`src/rtl/clim_pkg.sv`:
```
`timescale 1ns/1ps
package clim_pkg;

    typedef enum logic [1:0] {
        OS_ARMED = 2'd0,
        OS_BLANK = 2'd1,
        OS_OFF   = 2'd2
    } os_state_t;

    typedef enum logic {
        OC_RUN  = 1'b0,
        OC_LOCK = 1'b1
    } oc_state_t;

    typedef enum logic [1:0] {
        GM_NORMAL = 2'd0,
        GM_LOWOFF = 2'd1,
        GM_KILL   = 2'd2,
        GM_BRAKE  = 2'd3
    } gate_mode_t;

endpackage

```
`src/rtl/clim_oneshot.sv`:
```
`timescale 1ns/1ps
module clim_oneshot
    import clim_pkg::*;
#(
    parameter int PHASES  = 3,
    parameter int OFF_W   = 8,
    parameter int BLANK_W = 4
) (
    input  logic               clk,
    input  logic               rst_n,
    input  logic               over_limit,
    input  logic [PHASES-1:0]  lo_applied,
    input  logic [OFF_W-1:0]   off_cycles,
    input  logic [BLANK_W-1:0] blank_cycles,
    output logic               off_active
);

    localparam int CNT_W = (OFF_W > BLANK_W) ? OFF_W : BLANK_W;

    os_state_t         state, state_nx;
    logic [CNT_W-1:0]  cnt, cnt_nx;
    logic              ol_q;
    logic [PHASES-1:0] lo_q;
    logic              rise, turn_on;
    logic [CNT_W-1:0]  off_load, blank_load;

    assign rise       = over_limit & ~ol_q;
    assign turn_on    = |(lo_applied & ~lo_q);
    assign off_load   = (off_cycles == '0) ? '0 : (CNT_W'(off_cycles) - CNT_W'(1));
    assign blank_load = CNT_W'(blank_cycles) - CNT_W'(1);

    // state register
    always_ff @(posedge clk or negedge rst_n) begin
        if (!rst_n) begin
            state <= OS_ARMED;
            cnt   <= '0;
            ol_q  <= 1'b0;
            lo_q  <= '0;
        end else begin
            state <= state_nx;
            cnt   <= cnt_nx;
            ol_q  <= over_limit;
            lo_q  <= lo_applied;
        end
    end

    // next-state logic
    always_comb begin
        state_nx = state;
        cnt_nx   = cnt;
        unique case (state)
            OS_ARMED: begin
                if (turn_on && (blank_cycles != '0)) begin
                    state_nx = OS_BLANK;          // arm-to-blank
                    cnt_nx   = blank_load;
                end else if (rise) begin
                    state_nx = OS_OFF;            // arm-to-off
                    cnt_nx   = off_load;
                end
            end
            OS_BLANK: begin
                if (cnt == '0) state_nx = OS_ARMED; // blank-expire
                else           cnt_nx   = cnt - CNT_W'(1);
            end
            OS_OFF: begin
                if (cnt == '0) state_nx = OS_ARMED; // off-expire
                else           cnt_nx   = cnt - CNT_W'(1);
            end
            default: begin
                state_nx = OS_ARMED;
                cnt_nx   = '0;
            end
        endcase
    end

    // output
    always_comb begin
        off_active = (state == OS_OFF);
    end


    off_hold_chk: assert property (@(posedge clk) disable iff (!rst_n)
        (state == OS_OFF && cnt != '0) |=> (state == OS_OFF));


    trip_enter_chk: assert property (@(posedge clk) disable iff (!rst_n)
        (state == OS_ARMED && rise && !(turn_on && blank_cycles != '0)) |=> off_active);


    blank_mask_chk: assert property (@(posedge clk) disable iff (!rst_n)
        (state == OS_BLANK) |=> (state != OS_OFF));

endmodule

```
`src/rtl/clim_oc_latch.sv`:
```
`timescale 1ns/1ps
module clim_oc_latch
    import clim_pkg::*;
(
    input  logic clk,
    input  logic rst_n,
    input  logic oc_high,
    input  logic oc_clear,
    output logic oc_locked
);

    oc_state_t state, state_nx;

    // state register
    always_ff @(posedge clk or negedge rst_n) begin
        if (!rst_n) state <= OC_RUN;
        else        state <= state_nx;
    end

    // next-state logic
    always_comb begin
        state_nx = state;
        unique case (state)
            OC_RUN:  if (oc_high)               state_nx = OC_LOCK; // trip
            OC_LOCK: if (oc_clear && !oc_high)  state_nx = OC_RUN;  // release
            default:                            state_nx = OC_RUN;
        endcase
    end

    // output
    always_comb begin
        oc_locked = (state == OC_LOCK);
    end


    lock_set_chk: assert property (@(posedge clk) disable iff (!rst_n)
        oc_high |=> oc_locked);


    lock_hold_chk: assert property (@(posedge clk) disable iff (!rst_n)
        (oc_locked && !oc_clear) |=> oc_locked);


    lock_release_chk: assert property (@(posedge clk) disable iff (!rst_n)
        (oc_locked && oc_clear && !oc_high) |=> !oc_locked);

endmodule

```
`src/rtl/clim_gate_select.sv`:
```
`timescale 1ns/1ps
module clim_gate_select
    import clim_pkg::*;
#(
    parameter int PHASES = 3
) (
    input  logic              rst_n,
    input  logic              brake_n,
    input  logic              drive_disable,
    input  logic              oc_locked,
    input  logic              off_active,
    input  logic [PHASES-1:0] seq_lo,
    input  logic [PHASES-1:0] seq_hi,
    output logic [PHASES-1:0] lo_gate,
    output logic [PHASES-1:0] hi_gate
);

    gate_mode_t mode;

    always_comb begin
        if (!rst_n)                        mode = GM_KILL;
        else if (drive_disable && !brake_n) mode = GM_BRAKE;
        else if (drive_disable)            mode = GM_KILL;
        else if (oc_locked || off_active)  mode = GM_LOWOFF;
        else                               mode = GM_NORMAL;
    end

    for (genvar ph = 0; ph < PHASES; ph++) begin : g_phase
        always_comb begin
            unique case (mode)
                GM_NORMAL: begin lo_gate[ph] = seq_lo[ph]; hi_gate[ph] = seq_hi[ph]; end
                GM_LOWOFF: begin lo_gate[ph] = 1'b0;       hi_gate[ph] = seq_hi[ph]; end
                GM_BRAKE:  begin lo_gate[ph] = 1'b1;       hi_gate[ph] = 1'b0;       end
                default:   begin lo_gate[ph] = 1'b0;       hi_gate[ph] = 1'b0;       end
            endcase
        end
    end

endmodule

```
`src/rtl/offtime_current_limiter.sv`:
```
`timescale 1ns/1ps
module offtime_current_limiter #(
    parameter int PHASES  = 3,
    parameter int OFF_W   = 8,
    parameter int BLANK_W = 4
) (
    input  logic               clk,
    input  logic               rst_n,
    input  logic [PHASES-1:0]  seq_lo,
    input  logic [PHASES-1:0]  seq_hi,
    input  logic               over_limit,
    input  logic               oc_high,
    input  logic               oc_clear,
    input  logic               brake_n,
    input  logic               drive_disable,
    input  logic [OFF_W-1:0]   off_cycles,
    input  logic [BLANK_W-1:0] blank_cycles,
    output logic [PHASES-1:0]  lo_gate,
    output logic [PHASES-1:0]  hi_gate
);

    logic off_active;
    logic oc_locked;

    clim_oneshot #(
        .PHASES (PHASES),
        .OFF_W  (OFF_W),
        .BLANK_W(BLANK_W)
    ) oneshot_i (
        .clk         (clk),
        .rst_n       (rst_n),
        .over_limit  (over_limit),
        .lo_applied  (lo_gate),
        .off_cycles  (off_cycles),
        .blank_cycles(blank_cycles),
        .off_active  (off_active)
    );

    clim_oc_latch oc_latch_i (
        .clk      (clk),
        .rst_n    (rst_n),
        .oc_high  (oc_high),
        .oc_clear (oc_clear),
        .oc_locked(oc_locked)
    );

    clim_gate_select #(
        .PHASES(PHASES)
    ) gate_sel_i (
        .rst_n        (rst_n),
        .brake_n      (brake_n),
        .drive_disable(drive_disable),
        .oc_locked    (oc_locked),
        .off_active   (off_active),
        .seq_lo       (seq_lo),
        .seq_hi       (seq_hi),
        .lo_gate      (lo_gate),
        .hi_gate      (hi_gate)
    );


    brake_force_chk: assert property (@(posedge clk) disable iff (!rst_n)
        (drive_disable && !brake_n) |-> (lo_gate == '1 && hi_gate == '0));


    disable_off_chk: assert property (@(posedge clk) disable iff (!rst_n)
        (drive_disable && brake_n) |-> (lo_gate == '0 && hi_gate == '0));


    brake_ignored_chk: assert property (@(posedge clk) disable iff (!rst_n)
        (!drive_disable && !brake_n) |-> (hi_gate == seq_hi));

endmodule

```
`config.mk`:
```
export PLATFORM = sky130hd
export DESIGN_NAME = offtime_current_limiter
export DESIGN_NICKNAME = d
export VERILOG_FILES = /design/src/rtl/clim_pkg.sv /design/src/rtl/clim_oneshot.sv /design/src/rtl/clim_oc_latch.sv /design/src/rtl/clim_gate_select.sv /design/src/rtl/offtime_current_limiter.sv
export SDC_FILE = /design/constraint.sdc
export NUM_CORES = 1
export LEC_CHECK = 0
export ABC_AREA = 1
export BUFFER_PORTS_ARGS = -buffer_cell sky130_fd_sc_hd__clkbuf_2
export CORE_UTILIZATION = 56
export CTS_BUF_LIST = sky130_fd_sc_hd__clkbuf_8
export DETAILED_ROUTE_END_ITERATION = 16
export PLACE_DENSITY = 0.9
export SLEW_MARGIN = 15
export SYNTH_ARGS = -nofsm -noshare
export SYNTH_HDL_FRONTEND = slang
export SYNTH_SLANG_ARGS = --single-unit
export TNS_END_PERCENT = 30
```
`constraint.sdc`:
```
create_clock -name clk -period 2.56 [get_ports clk]
set_clock_uncertainty 0.1 [all_clocks]
set_input_delay 0.128 -clock clk [delete_from_list [all_inputs] [get_ports clk]]
set_output_delay 0.128 -clock clk [all_outputs]
set_load 0.02 [all_outputs]
```
==> run metrics, run 1 <==
first-pass GRT wire length=around 5300 um; Buffers on Ports=30; fmax=427.2 MHz; Remaining Overflow, GRT=0; Startpoint Class=register; Root Driver=clkbuf_8; Wirelength per Cell=about 11 um; P_sw=748.3 uW; detailed-route via count=approximately 1,500; CP max stage delay=approximately 0.4 ns; drt drc=0; GRT Overall Usage=roughly a quarter; largest area contributor in the netlist=dfrtp_1; final antenna-violating net count=0; Final nets=293; number of global-route vias before repair=1,305; synthesized area per cell=about 6.5 um2; Synth Register Bits=15; layout overhead on the synthesized area=21.27%; H-tree lvl count=1; Max-cap violations=0; Via density=between 5 and 6; Power Total=1522 uW; Hold Vio Cnt, Final=0; final setup TNS=0 ns; Clk pwr share=12.3%; slowest stage cell, crit path=dfrtp_1; Hold Crit Class=in2reg; Seq pwr share=26.5%; CTS tree=yes; clk sinks=15; number of synthesized flops with an enable pin=0; count of cell types in the netlist=23; Syn Nets=255; max_slew headroom=between 60% and 70%; DIE WIDTH=approximately 52 um; Peak VDD IR=0.7030 mV; Slew @ Worst Pin=0.5164 ns; Reg clk slew, reported paths=0.06 ns; outcome=finished, final reports clean; setup violators final=0; ys async rst share=100.0%; drt pass-1 iters=4; largest net degree at the start of global routing=16; crit-path cells=inv_1 > ha_1 > nor3_2 > nor3_2 > inv_1 > ha_4 > inv_2 > nand3_1 > nand3_4 > nand2_4 > nand3_4 > nand2_8 > nor2_8 > nand2_1 > nand2_1; CP endpoint kind=register; row cnt=17; later-pin clock latency in the skew report=0.25 ns; Cell Area, Synth=0.001418 mm2; io pins=31; top cell type's share of synthesized area=around a quarter; RSZ-0062 raised after global routing=no; Net Sw Frac=49.16%; minimum clock period=2.341 ns; Gate power share=around 60%; DR iter-0 viols=65; Post-Synthesis Cells=219; CTS Buf Count=3; crit share post-route=between 90 and 100%; layout cells sized above 1=a little under a fifth; LEAKAGE=~0.00098 uW; register area share after synthesis=26.48%; chip height=52.32 um; WS Path Type=reg2reg; Power Density=around 890 mW/mm2; Slew Viols, Final=0; Die ar.=0.002737 mm2; routed wire length=3160 um; R2R Setup Slk=approximately 0.22 ns; Crit Path Max Fanout=10; Critical Path AT=2.38 ns; top-count cell post-synth=nand2_1; # diodes=0; Core ar.=around 0.0023 mm2; routability cong.=about 0.87; initial antenna violation count=0; DPL Wire Length=2418 um; Synth Warn #=0; initial core utilization=61.71%; Clock Path Buffers=2; synth top area cells=dfrtp_1, nand2_1, nand3_1; Pint=around 770 uW; Post-synth top cells=nand2_1, inv_1, nand3_1, nor2_1, dfrtp_1; Most used DFF post-synth=dfrtp_1; CP required=2.60 ns
worst max-delay path: cells and delay by family (launching register included):
family	cells	cell delay, ns
and+or+nand+nor	10	1.03
adders and majority gates	2	0.46
DFF	1	0.40
buffers and inverters	3	0.24
logic make-up (layout without fill, tap and decap cells):
group	count (synthesis)	in the layout	synth area share, %
AND/OR/NAND/NOR	139	139	46.60
buffers and inverters	38	75	10.06
flip-flops	15	15	26.48
adder cells (fa/ha/maj)	11	11	9.709
AO/OA/AOI/OAI	11	11	4.060
XOR/XNOR	5	5	3.090
power groups by stage:
stage	registers [uW]	logic, uW	clock network (uW)
after detailed placement	406	892	0
after global placement	403	873	0
final	404	931	187
after CTS	402	904	192
after floorplan	386	709	0
after global routing	415	1050	203
final cells by class:
cell class              count  area [um2]
clock buffers               3       41.29
clock inverters             1       3.754
fillers                   194       578.1
inverters                  36       135.1
multi-input cells         166       930.9
flip-flops and latches     15       375.4
well taps                  28       35.03
repair buffers             35       197.7
through the flow:
stage	utilization (%)	std cells	worst slack, ns	area (um2)	hold WS (ns)
floorplan	-	219	0.3820	1418	-0.2676
global placement	69.77	276	0.2540	1603	0.02993
CTS	73.47	284	0.1270	1688	0.03614
detailed placement	69.77	276	0.1969	1603	0.03295
finish	74.84	284	0.2193	1719	0.02972
global route	74.84	284	0.02674	1719	0.04407
registers in the layout (all words and copies together), names as in the netlist:
| signal | count |
|---|---|
| oc_latch_i.oc_locked | 1 |
| oneshot_i.cnt | 8 |
| oneshot_i.lo_q | 3 |
| oneshot_i.ol_q | 1 |
| oneshot_i.state | 2 |
per-layer routing:
metal / GRT usage [%] / wire [um] / vias to the layer above
met1: 34.49 / 1477 / 635
met2: 44.94 / 1536 / 39
met4: 3.509 / 8 / 0
met3: 4.348 / 139 / 2
met5: 0 / 0 / -
li1: - / - / 774
final timing paths:
| kind | from | end | depth (start not counted) |
|---|---|---|---|
| worst max-delay path | oneshot_i.state[0] | oneshot_i.cnt[4] | 15 |
| min in group asynchronous | rst_n | oneshot_i.cnt[0] | 3 |
| worst min register to register | oneshot_i.cnt[0] | oneshot_i.cnt[0] | 2 |
| worst min-delay path | seq_lo[2] | oneshot_i.lo_q[2] | 3 |
| worst max register to register | oneshot_i.state[0] | oneshot_i.cnt[4] | 15 |
| max in group asynchronous | rst_n | oneshot_i.cnt[7] | 3 |
cells in the final DEF, fill, tap and decap left out, types with 3 or more instances in the layout:
cell           Yosys  layout
dfrtp_1           15      15
nand4_1            7       7
inv_1             34      35
clkbuf_2           0      30
nand2_1           68      68
nand3_1           31      31
dlygate4sd3_1      0       4
ha_1              11      10
a21oi_1            4       4
o21ai_0            6       6
nor3_2             1       3
clkbuf_8           0       3
xor2_1             3       3
nor2_1            20      20
repair_timing:
action,in CTS,in global routing
hold buffers,4,0
endpoints found under the setup margin,0,10
gates resized for setup,0,4
endpoints found under the hold margin,17,0
buffers inserted,0,0
No activity file was read; power rests on OpenSTA's default activity.
==> run 2: changes to the inputs <==
- CORE_UTILIZATION: 56 -> 54
- CTS_BUF_LIST: sky130_fd_sc_hd__clkbuf_8 -> sky130_fd_sc_hd__clkbuf_16
- MAX_ROUTING_LAYER: unset -> met4
- PLACE_DENSITY: 0.9 -> 0.87
==> run 2 against run 1 <==
Compared with the run above:
- critical path type is now in2reg
- worst setup slack lost 0.0099 ns
- sequential power grew 1%
- critical endpoint unchanged
- flip-flop and latch count is the same
- combinational power shrank 2%
- routed wire length grew 0.19%
- sequential share of layout area shrank 0.13 points
- clock power grew 58%
==> run metrics, run 2 (synthesis results as in run 1) <==
DPL Wire Length=2529 um; setup violators final=0; Buffers on Ports=30; commonest cells after routing, fill and taps aside=nand2_1, inv_1, nand3_1; max_slew headroom=65.92%; Place WS=around 0.16 ns; initial antenna violation count=0; Slew @ Worst Pin=between 0.5 and 0.6 ns; drt drc=0; Final Worst Setup Slack=0.2094 ns; routed wire length=3166 um; layout overhead on the synthesized area=21.98%; DR iter-0 viols=56; layout cells sized above 1=17.97%; DIE WIDTH=53.24 um; max reg flops=8; # diodes=0; Peak VDD IR=between 0.7 and 0.8 mV; LEAKAGE=0.0009976 uW; largest net degree at the start of global routing=16; minimum clock period=~2.4 ns; Via density=5.136; Slew Viols, Final=0; later-pin clock latency in the skew report=0.24 ns; Hold Vio Cnt, Final=0; Max-cap violations=0; CP endpoint kind=register; row cnt=18; buffer count from post-CTS setup fixing=0; first-pass GRT wire length=5126 um; final setup TNS=0 ns; CTS tree=yes; Top reg by flops=oneshot_i.cnt; outcome=finished, final reports clean; Hold Crit Class=in2reg; crit share post-route=91.82%; H-tree lvl count=1; FF-to-FF Start=oneshot_i.state[0]; commonest non-fill, non-tap cell in the layout=nand2_1; top flop regs=oneshot_i.cnt x8, oneshot_i.lo_q x3, oneshot_i.state x2; Critical Path AT=between 2 and 2.5 ns; Startpoint Class=input port; CP required=about 2.6 ns; fin util=69.80%; WS Path Type=in2reg; Setup crit start=rst_n; Final nets=293; detailed-route via count=1,469; initial core utilization=57.22%; routability cong.=just under 0.9; Reg clk slew, reported paths=approximately 0.050 ns; Root Driver=clkbuf_16; Power Density=approximately 940 mW/mm2; end of the worst register-to-register path=oneshot_i.cnt[4]; fmax=around 430 MHz; drt pass-1 iters=4; GRT Overall Usage=25.69%; number of global-route vias before repair=1,239; Worst Hold Margin=0.05547 ns; Wirelength per Cell=roughly 11 um; Remaining Overflow, GRT=0; Clock Path Buffers=2; final antenna-violating net count=0; RSZ-0062 raised after global routing=no; Die ar.=0.002834 mm2; Crit Path Max Fanout=10; R2R Setup Slk=0.22 ns; io pins=31; CP Capture Point=oneshot_i.cnt[4]; Core ar.=around 0.0025 mm2; CTS Buf Count=3; clk sinks=15; r2r worst-path depth=15; chip height=53.24 um
-- run 2: cell count changes in the layout (fill, tap and decap cells not counted) --
cell	previous run	this run
clkbuf_16	0	3
nor3_1	0	1
nand2_8	1	0
nand2_4	1	2
clkbuf_8	3	0
ha_1	10	11
nor3_2	3	2
ha_4	1	0
-- run 2: per-layer routing --
metal | wire length (um) | global-route usage (%)
met1 | 1435 | 32.86
met2 | 1582 | 43.75
met3 | 149 | 4.310
met4 | 0 | 2.632
met5 | 0 | -
-- run 2: how the worst min path moves through the flow --
stage | end | start | slack, ns | depth (start not counted)
6_report | oneshot_i.lo_q[1] | seq_lo[1] | 0.06 | 3
3_5_place_dp | oneshot_i.cnt[6] | rst_n | 0.03 | 2
2_1_floorplan | oc_latch_i.oc_locked | rst_n | -0.27 | 0
4_1_cts | oneshot_i.lo_q[2] | seq_lo[2] | 0.05 | 3
3_3_place_gp | oneshot_i.cnt[6] | rst_n | 0.03 | 2
5_1_grt | oneshot_i.lo_q[2] | seq_lo[2] | 0.05 | 3
-- run 2: where the power goes --
| group | internal [uW] | switching, uW | leakage (uW) |
|---|---|---|---|
| combinational | 331 | 586 | 0.000767 |
| clock | 206 | 89.6 | 0.0000423 |
| sequential | 327 | 81.9 | 0.000188 |
-- run 2: what timing repair did --
action,CTS,global route
resized for setup,0,1
hold buffers,4,0
setup endpoints to repair,0,8
endpoints found under the hold margin,17,0
-- run 2: per-stage QoR --
stage | cells | instance area [um2] | power [uW]
5_1_grt | 286 | 1729 | 1777
3_5_place_dp | 278 | 1605 | 1304
6_report | 286 | 1729 | 1621
4_1_cts | 286 | 1724 | 1620
3_3_place_gp | 278 | 1605 | 1283
2_1_floorplan | 219 | 1418 | 1096
-- run 2: critical path, cell delays in order --
cell and delay, ns:
dlygate4sd3_1 0.52, clkbuf_2 0.14, inv_1 0.07, nor3_2 0.20, inv_1 0.07, ha_1 0.35, inv_2 0.06, nand3_1 0.12
nand3_4 0.13, nand2_4 0.15, nand3_4 0.09, nand2_4 0.16, nor2_8 0.06, nand2_1 0.07, nand2_1 0.05
-- run 2: area by class of cell --
| type | instances | area [um2] |
|---|---|---|
| Multi-Input combinational cell | 166 | 904.6 |
| Sequential cell | 15 | 375.4 |
| Tap cell | 30 | 37.54 |
| Timing Repair Buffer | 35 | 197.7 |
| Fill cell | 219 | 748.2 |
| Clock buffer | 3 | 75.07 |
| Clock inverter | 1 | 3.754 |
| Inverter | 36 | 135.1 |
==> run 3: changes to the inputs <==
- CELL_PAD_IN_SITES_DETAIL_PLACEMENT: unset -> 1
- CELL_PAD_IN_SITES_GLOBAL_PLACEMENT: unset -> 1
- CORE_UTILIZATION: 54 -> 37
==> run 3 against run 2 <==
Compared with the run above:
- register-to-register slack worse by 0.08 ns
- worst setup slack lost 0.071 ns
- die area increased by 44%
- first-iteration DRC count down 25%
- routed wire length increased by 22%
- global-route usage shrank 4.0 points
- cell area up 1.7%
- fmax decreased by 2.9%
- non-clock buffer count unchanged
- highest routed layer is now met4
==> run metrics, run 3 (synthesis results as in run 1) <==
multi-input logic area=909.6 um2; drt drc=0; drt pass-1 iters=4; DIE WIDTH=63.90 um; Root Driver=clkbuf_16; Clk pwr share=18.8%; CTS Buf Count=3; row cnt=22; Peak VDD IR=0.5238 mV; DR iter-0 viols=42; fmax=412.9 MHz; largest net degree at the start of global routing=16; global-route met1 utilization=approximately a quarter; Power Density=959.1 mW/mm2; RSZ-0062 raised after global routing=yes; commonest cells after routing, fill and taps aside=nand2_1, inv_1, nand3_1; Core ar.=around 0.0037 mm2; CP endpoint kind=register; H-tree lvl count=1; met2 Track Usage GR=roughly 38%; Pint=870.9 uW; Hold Crit Class=in2reg; Wirelength per Cell=around 13 um; routed wire length=3867 um; Via density=4.891; Reg clk slew, reported paths=0.05 ns; top flop regs=oneshot_i.cnt x8, oneshot_i.lo_q x3, oneshot_i.state x2; P_sw=815.1 uW; Startpoint Class=register; Max-cap violations=0; fin util=slightly below 50%; minimum clock period=2.422 ns; Final Worst Setup Slack=0.1380 ns; io pins=31; WS Path Type=reg2reg; initial antenna violation count=0; commonest non-fill, non-tap cell in the layout=nand2_1; chip height=63.90 um; Buffers on Ports=30; Critical Path AT=about 2.5 ns; layout cells sized above 1=18.75%; later-pin clock latency in the skew report=0.25 ns; max reg flops=8; CTS tree=yes; Top reg by flops=oneshot_i.cnt; Clock Path Buffers=2; outcome=finished, final reports clean; clk sinks=15; GRT Overall Usage=roughly 22%; LEAKAGE=0.0009969 uW; # diodes=0; Hold Vio Cnt, Final=0; setup violators final=0; Fill cells=between 400 and 500; detailed-route via count=1,487; Place WS=0.1370 ns; CP required=around 2.6 ns; Gate power share=between 50 and 60%; crit share post-route=94.61%; initial core utilization=between 30% and 40%; Seq pwr share=24.1%; Power Total=1686 uW; Slew Viols, Final=0; number of global-route vias before repair=approximately 1,500; routability cong.=0.8126; Worst Hold Margin=0.04228 ns; first-pass GRT wire length=approximately 6500 um; Net Sw Frac=approximately half; Final nets=between 200 and 300; DPL Wire Length=3077 um; Die ar.=0.004083 mm2; Slew @ Worst Pin=0.5400 ns; grt met3 use=2.857%; Crit Path Max Fanout=10; Top Usage Layer GRT=met2; Reg area=375.4 um2; final antenna-violating net count=0; buffer count from post-CTS setup fixing=0; Remaining Overflow, GRT=0; layout overhead on the synthesized area=24.01%; max_slew headroom=64.00%
## run 3: cell count changes in the layout (fill, tap and decap cells not counted), sizes merged
| cell | delta |
|---|---|
| clkinv | +1 |
| inv | -1 |
## run 3: repair_timing
action	4_1_cts	5_1_grt
hold endpoints to repair	17	0
hold buffers	4	0
resized for setup	0	3
endpoints found under the setup margin	0	10
## run 3: final cells by class
cell class	count	area share [%]
well taps	48	3.416
multi-input cells	166	51.74
clock buffers	3	4.270
clock inverters	1	0.2847
repair buffers	35	11.25
flip-flops and latches	15	21.35
inverters	36	7.687
## run 3: layer usage
metal / vias to the layer above / part of all wire [%]
met5: - / 0
met4: 0 / 2.0
met3: 7 / 3.4
met2: 27 / 50
met1: 688 / 44
li1: 765 / -
## run 3: power groups by stage
| stage | Sequential [uW] | Clock [uW] | Combinational [uW] |
|---|---|---|---|
| 3_5_place_dp | 409 | 0 | 933 |
| 5_1_grt | 417 | 333 | 1090 |
| 3_3_place_gp | 406 | 0 | 899 |
| 4_1_cts | 406 | 324 | 963 |
| 2_1_floorplan | 386 | 0 | 709 |
| 6_report | 407 | 317 | 962 |
## run 3: worst paths after layout
kind	from	slack, ns	cells after the start	endpoint
worst max-delay path	oneshot_i.state[0]	0.14	15	oneshot_i.cnt[0]
worst min-delay path	seq_lo[1]	0.04	3	oneshot_i.lo_q[1]
worst max register to register	oneshot_i.state[0]	0.14	15	oneshot_i.cnt[0]
worst min register to register	oneshot_i.cnt[0]	0.40	2	oneshot_i.cnt[0]
max in group asynchronous	rst_n	1.86	3	oc_latch_i.oc_locked
min in group asynchronous	rst_n	0.31	3	oneshot_i.cnt[7]
## run 3: critical path, cell delays in order (launching register included)
cell	delay [ns]
dfrtp_1	0.39
inv_1	0.10
ha_1	0.18
nor3_2	0.06
nor3_2	0.16
inv_1	0.08
ha_1	0.36
inv_2	0.06
nand3_1	0.13
nand3_4	0.13
nand2_4	0.15
nand3_4	0.09
nand2_4	0.16
nor2_8	0.06
nand2_1	0.06
nand2_1	0.05
## run 3: per-stage QoR
step | cells | setup TNS, ns | cell area (um2)
2_1_floorplan | 219 | 0 | 1418
5_1_grt | 304 | -0.4436 | 1758
3_3_place_gp | 296 | 0 | 1628
4_1_cts | 304 | 0 | 1748
3_5_place_dp | 296 | 0 | 1628
6_report | 304 | 0 | 1758
